[config.mk]
export PLATFORM = sky130hd
export DESIGN_NAME = csa_adder
export DESIGN_NICKNAME = d
export VERILOG_FILES = /design/src/rtl/csa_pkg.sv /design/src/rtl/csa_pg_stage.sv /design/src/rtl/csa_ripple_chain.sv /design/src/rtl/csa_select_group.sv /design/src/rtl/csa_increment_group.sv /design/src/rtl/csa_sum_xor.sv /design/src/rtl/csa_adder.sv
export SDC_FILE = /design/constraint.sdc
export NUM_CORES = 1
export LEC_CHECK = 0
export ABC_AREA = 1
export BUFFER_PORTS_ARGS = -buffer_cell sky130_fd_sc_hd__buf_2
export CAP_MARGIN = 20
export CORE_MARGIN = 2
export CORE_UTILIZATION = 50
export DETAILED_ROUTE_END_ITERATION = 8
export GPL_TIMING_DRIVEN = 0
export PLACE_DENSITY = 0.85
export SLEW_MARGIN = 30
export SYNTH_ARGS = -nofsm -noshare
export SYNTH_HDL_FRONTEND = slang
export SYNTH_HIERARCHICAL = 1
export SYNTH_SLANG_ARGS = --single-unit
[constraint.sdc]
create_clock -name vclk -period 4.8
set_clock_uncertainty 0.15 [all_clocks]
set_input_delay 0.48 -clock vclk [all_inputs]
set_output_delay 0.48 -clock vclk [all_outputs]
set_load 0.05 [all_outputs]
[src/rtl/csa_pkg.sv]
`timescale 1ns/1ps
package csa_pkg;

    // Internal organisation of the adder.
    typedef enum logic {
        STY_SELECT    = 1'b0,   // duplicated ripple chains per group
        STY_INCREMENT = 1'b1    // shared PG and sum XOR, prefix-carry groups
    } csa_style_e;

    // Generate / propagate pair for one bit or one bit span.
    typedef struct packed {
        logic g;
        logic p;
    } pg_t;

    // Per-bit generate and propagate.
    function automatic pg_t bit_pg(input logic a, input logic b);
        pg_t r;
        r.g = a & b;
        r.p = a ^ b;
        return r;
    endfunction

    // Combine an upper span with the span directly below it.
    function automatic pg_t pg_merge(input pg_t hi, input pg_t lo);
        pg_t r;
        r.g = hi.g | (hi.p & lo.g);
        r.p = hi.p & lo.p;
        return r;
    endfunction

    // Carry out of a span, given the carry entering it.
    function automatic logic pg_carry(input pg_t span, input logic cin);
        return span.g | (span.p & cin);
    endfunction

    // Three-input majority: full-adder carry.
    function automatic logic maj3(input logic a, input logic b, input logic c);
        return (a & b) | (a & c) | (b & c);
    endfunction

    // Number of groups needed to cover w bits with groups of n bits.
    function automatic int grp_count(input int w, input int n);
        return (w + n - 1) / n;
    endfunction

    // Width of group k; the top group may be narrower.
    function automatic int grp_width(input int w, input int n, input int k);
        int lo;
        lo = k * n;
        return ((w - lo) < n) ? (w - lo) : n;
    endfunction

endpackage

[src/rtl/csa_pg_stage.sv]
`timescale 1ns/1ps
// Word-wide bitwise generate/propagate, shared by all groups in the
// increment organisation.
module csa_pg_stage
    import csa_pkg::*;
#(
    parameter int WIDTH = 32
) (
    input  logic [WIDTH-1:0] a_i,
    input  logic [WIDTH-1:0] b_i,
    output pg_t  [WIDTH-1:0] pg_o
);

    for (genvar i = 0; i < WIDTH; i++) begin : g_bit
        assign pg_o[i] = bit_pg(a_i[i], b_i[i]);
    end

endmodule

[src/rtl/csa_ripple_chain.sv]
`timescale 1ns/1ps
// Plain ripple adder with a fixed carry seed; two of these make one
// group of the select organisation.
module csa_ripple_chain
    import csa_pkg::*;
#(
    parameter int GW         = 4,
    parameter bit CARRY_SEED = 1'b0
) (
    input  logic [GW-1:0] a_i,
    input  logic [GW-1:0] b_i,
    output logic [GW-1:0] sum_o,
    output logic          cout_o
);

    logic [GW:0] chain;

    always_comb begin
        chain[0] = CARRY_SEED;
        for (int i = 0; i < GW; i++) begin
            sum_o[i]    = a_i[i] ^ b_i[i] ^ chain[i];
            chain[i+1]  = maj3(a_i[i], b_i[i], chain[i]);
        end
        cout_o = chain[GW];
    end

endmodule

[src/rtl/csa_select_group.sv]
`timescale 1ns/1ps
// One group of the select organisation: results for carry-in 0 and 1
// are formed in parallel and the arriving carry steers a multiplexer.
module csa_select_group
    import csa_pkg::*;
#(
    parameter int GW = 4
) (
    input  logic [GW-1:0] a_i,
    input  logic [GW-1:0] b_i,
    input  logic          cin_i,
    output logic [GW-1:0] sum_o,
    output logic          cout_o
);

    logic [GW-1:0] sum_c0;
    logic [GW-1:0] sum_c1;
    logic          co_c0;
    logic          co_c1;

    csa_ripple_chain #(.GW(GW), .CARRY_SEED(1'b0)) chain0_i (
        .a_i    (a_i),
        .b_i    (b_i),
        .sum_o  (sum_c0),
        .cout_o (co_c0)
    );

    csa_ripple_chain #(.GW(GW), .CARRY_SEED(1'b1)) chain1_i (
        .a_i    (a_i),
        .b_i    (b_i),
        .sum_o  (sum_c1),
        .cout_o (co_c1)
    );

    // Late carry picks the precomputed result.
    assign sum_o  = cin_i ? sum_c1 : sum_c0;
    assign cout_o = cin_i ? co_c1  : co_c0;

endmodule

[src/rtl/csa_increment_group.sv]
`timescale 1ns/1ps
// One group of the increment organisation. From the shared bitwise PG
// terms it forms the in-group prefix spans, then increments each prefix
// carry by the group carry-in: c(i) = G(i-1:lo) | P(i-1:lo) & cin.
module csa_increment_group
    import csa_pkg::*;
#(
    parameter int GW = 4
) (
    input  pg_t  [GW-1:0] pg_i,
    input  logic          cin_i,
    output logic [GW-1:0] carry_o,   // carry into each bit of the group
    output logic          cout_o
);

    pg_t [GW-1:0] span;   // span[i] covers bits i..lo of the group

    always_comb begin
        span[0] = pg_i[0];
        for (int i = 1; i < GW; i++) begin
            span[i] = pg_merge(pg_i[i], span[i-1]);
        end
    end

    always_comb begin
        carry_o[0] = cin_i;
        for (int i = 1; i < GW; i++) begin
            carry_o[i] = pg_carry(span[i-1], cin_i);
        end
        cout_o = pg_carry(span[GW-1], cin_i);
    end

endmodule

[src/rtl/csa_sum_xor.sv]
`timescale 1ns/1ps
// Shared final sum stage: propagate XOR carry-in for every bit.
module csa_sum_xor
    import csa_pkg::*;
#(
    parameter int WIDTH = 32
) (
    input  pg_t  [WIDTH-1:0] pg_i,
    input  logic [WIDTH-1:0] carry_i,
    output logic [WIDTH-1:0] sum_o
);

    for (genvar i = 0; i < WIDTH; i++) begin : g_bit
        assign sum_o[i] = pg_i[i].p ^ carry_i[i];
    end

endmodule

[src/rtl/csa_adder.sv]
`timescale 1ns/1ps
// Group-precomputed adder, top level. STYLE picks the organisation.
module csa_adder
    import csa_pkg::*;
#(
    parameter int         WIDTH = 32,
    parameter int         GROUP = 4,
    parameter csa_style_e STYLE = STY_SELECT
) (
    input  logic [WIDTH-1:0] a_i,
    input  logic [WIDTH-1:0] b_i,
    input  logic             cin_i,
    output logic [WIDTH-1:0] sum_o,
    output logic             cout_o
);

    localparam int NGRP = grp_count(WIDTH, GROUP);

    // grp_carry[k] enters group k; grp_carry[NGRP] leaves the word.
    logic [NGRP:0] grp_carry;

    assign grp_carry[0] = cin_i;
    assign cout_o       = grp_carry[NGRP];

    if (STYLE == STY_SELECT) begin : g_select

        for (genvar k = 0; k < NGRP; k++) begin : g_grp
            localparam int LO = k * GROUP;
            localparam int GW = grp_width(WIDTH, GROUP, k);

            csa_select_group #(.GW(GW)) grp_i (
                .a_i    (a_i[LO +: GW]),
                .b_i    (b_i[LO +: GW]),
                .cin_i  (grp_carry[k]),
                .sum_o  (sum_o[LO +: GW]),
                .cout_o (grp_carry[k+1])
            );
        end

    end else begin : g_increment

        pg_t  [WIDTH-1:0] pg_all;
        logic [WIDTH-1:0] bit_carry;

        csa_pg_stage #(.WIDTH(WIDTH)) pg_i (
            .a_i  (a_i),
            .b_i  (b_i),
            .pg_o (pg_all)
        );

        for (genvar k = 0; k < NGRP; k++) begin : g_grp
            localparam int LO = k * GROUP;
            localparam int GW = grp_width(WIDTH, GROUP, k);

            csa_increment_group #(.GW(GW)) grp_i (
                .pg_i    (pg_all[LO +: GW]),
                .cin_i   (grp_carry[k]),
                .carry_o (bit_carry[LO +: GW]),
                .cout_o  (grp_carry[k+1])
            );
        end

        csa_sum_xor #(.WIDTH(WIDTH)) xor_i (
            .pg_i    (pg_all),
            .carry_i (bit_carry),
            .sum_o   (sum_o)
        );

    end

endmodule

==> reports/results.txt <==
Slowest stage delay, CP = 0.38 ns
Startpoint Class = primary input
Placed insts = 452
Mapped Cells = 304
YS warnings = 6
Syn_nets = 433
Drt total wl = 4.20 mm
Post-synth cell types = 5
Area of the die = 4650 µm²
Commonest cells in the netlist = nand2_1, inv_1, fa_1, ha_1, inv_2
Initial antenna violation count = 0
P per Cell Area = 238 nW/µm²
Final Critical Period = 4.47 ns
Initial Util = 51.9%
Final Hold Fails = 0
Via density = 4.30
Vias = 1966
Tcrit/Tclk final = 93.2%
Worst EP arrival = 3.84 ns
Layout Area Growth over Synthesis = 32.0%
FF+latch area = 0 µm²
Seq/Total Area, Yosys = 0%
Hold Slack = 1.27 ns
Hold Path Stages = 4
RSZ-0062 raised after global routing = false
Synth top area cells = fa_1, nand2_1, inv_1
Final core utilization = 68.5%
Number of diodes = 0
Drt drc = 0
# rows = 23
Chip width = 68.2 µm
Overall track demand over capacity in global routing = 18.3%
Setup WS pre-CTS = -0.520 ns
Fin nets = 538
# setup viols final = 0
Most common cell in the synthesized netlist = nand2_1
Largest area contributor in the netlist = fa_1
Crit. Startpoint = a_i[0]
Post-Layout Cell Count = 457
Final Max Slew Viols = 0
Max-cap violations = 0
F_max = 224 MHz
Num sequential = 0
Crit path kind = in -> out
Ports = 98
CORE AREA = 3970 µm²
Static leakage = 1.87 nW
Share of cells above drive strength 1 = 29.5%
Mapped Area = 2060 µm²
Power, Total = 0.649 mW
Status = completed
Top cell by count, worst path = nand2_1
Grt total ovfl = 0
Post-route ant nets = 0
Crit path max fanout = 6
Buffers added on ports = 98
First drt pass iteration count = 4
HPWL after DPL = 3.78 mm
Avg Cell Area, Syn = 6.78 µm²
CP Capture Type = primary output
Number of global-route vias before repair = 1784
Initial DRC Count = 39
Min-Delay Path Class = in -> out
Clock buf count = 0
Largest net degree at the start of global routing = 7
Share of the synthesized area in the top cell type = 46.6%
Hold Path End = sum_o[0]
Crit-path slowest cell = fa_1
Worst-margin pin slew = 0.260 ns
First-pass GRT wire length = 6.73 mm
Worst VDD drop = 0.153 mV
Worst EP required = 4.17 ns
Gpl congestion = 0.777
Post-CTS Hold Buffers = 0
Die H = 68.2 µm
Post-DR wirelength/cell = 9.19 µm
Slew Limit Headroom = 82.8%
Hold_sp = cin_i
Final worst setup slack = 0.326 ns
layout by cell type (no fill, tap or decap):
| cell | netlist | final |
|---|---|---|
| buf_4 | 0 | 9 |
| buf_6 | 0 | 1 |
| nand2_4 | 0 | 5 |
| nand2_2 | 0 | 4 |
| fa_1 | 48 | 48 |
| ha_1 | 16 | 16 |
| inv_2 | 8 | 6 |
| buf_2 | 0 | 93 |
| nand2_1 | 120 | 111 |
| inv_4 | 0 | 2 |
| inv_1 | 112 | 112 |
where the power goes:
group          total (mW)  internal, mW  switching, mW
clock network           0             0              0
registers               0             0              0
logic               0.649         0.184          0.465
final cells by class:
class | instances | area, µm²
timing repair buffer | 103 | 544
inverter | 120 | 455
multi-input combinational | 184 | 1660
tap | 50 | 62.6
fill | 336 | 1250
kinds of logic after synthesis:
| logic type | count (synthesis) | share of synthesized area [%] |
|---|---|---|
| fa+ha+maj | 64 | 56.3 |
| buf+inv | 120 | 21.8 |
| simple gates | 120 | 21.8 |
layer usage:
layer | wire (µm) | GRT usage [%] | up-vias
li1 | - | - | 1018
met4 | 0 | 0.750 | 0
met1 | 1610 | 20.7 | 886
met5 | 0 | 0 | -
met3 | 304 | 1.48 | 0
met2 | 2280 | 38.2 | 62
worst max-delay path, delay by kind of cell:
| kind | cells | cell delay [ns] |
|---|---|---|
| adder cells (fa/ha/maj) | 4 | 1.11 |
| buffers and inverters | 11 | 0.93 |
| AND/OR/NAND/NOR | 16 | 1.30 |
how the worst max path moves through the flow:
stage | end | cells past startpoint
final | sum_o[28] | 31
after global routing | sum_o[29] | 32
after CTS | sum_o[28] | 33
after detailed placement | sum_o[28] | 33
after global placement | sum_o[28] | 33
after floorplan | cout_o | 31
through the flow:
stage,instance area [µm²],setup TNS [ns]
final,2720,0
after global routing,2720,0
after CTS,2660,0
after detailed placement,2620,-3.04
after global placement,2620,-2.76
after floorplan,2060,0
timing repair:
action	4_1_cts	5_1_grt
buffers inserted	2	3
setup endpoints to repair	9	9
resized for setup	10	12
pin swaps	0	3
(Power assumes the default switching activity.)
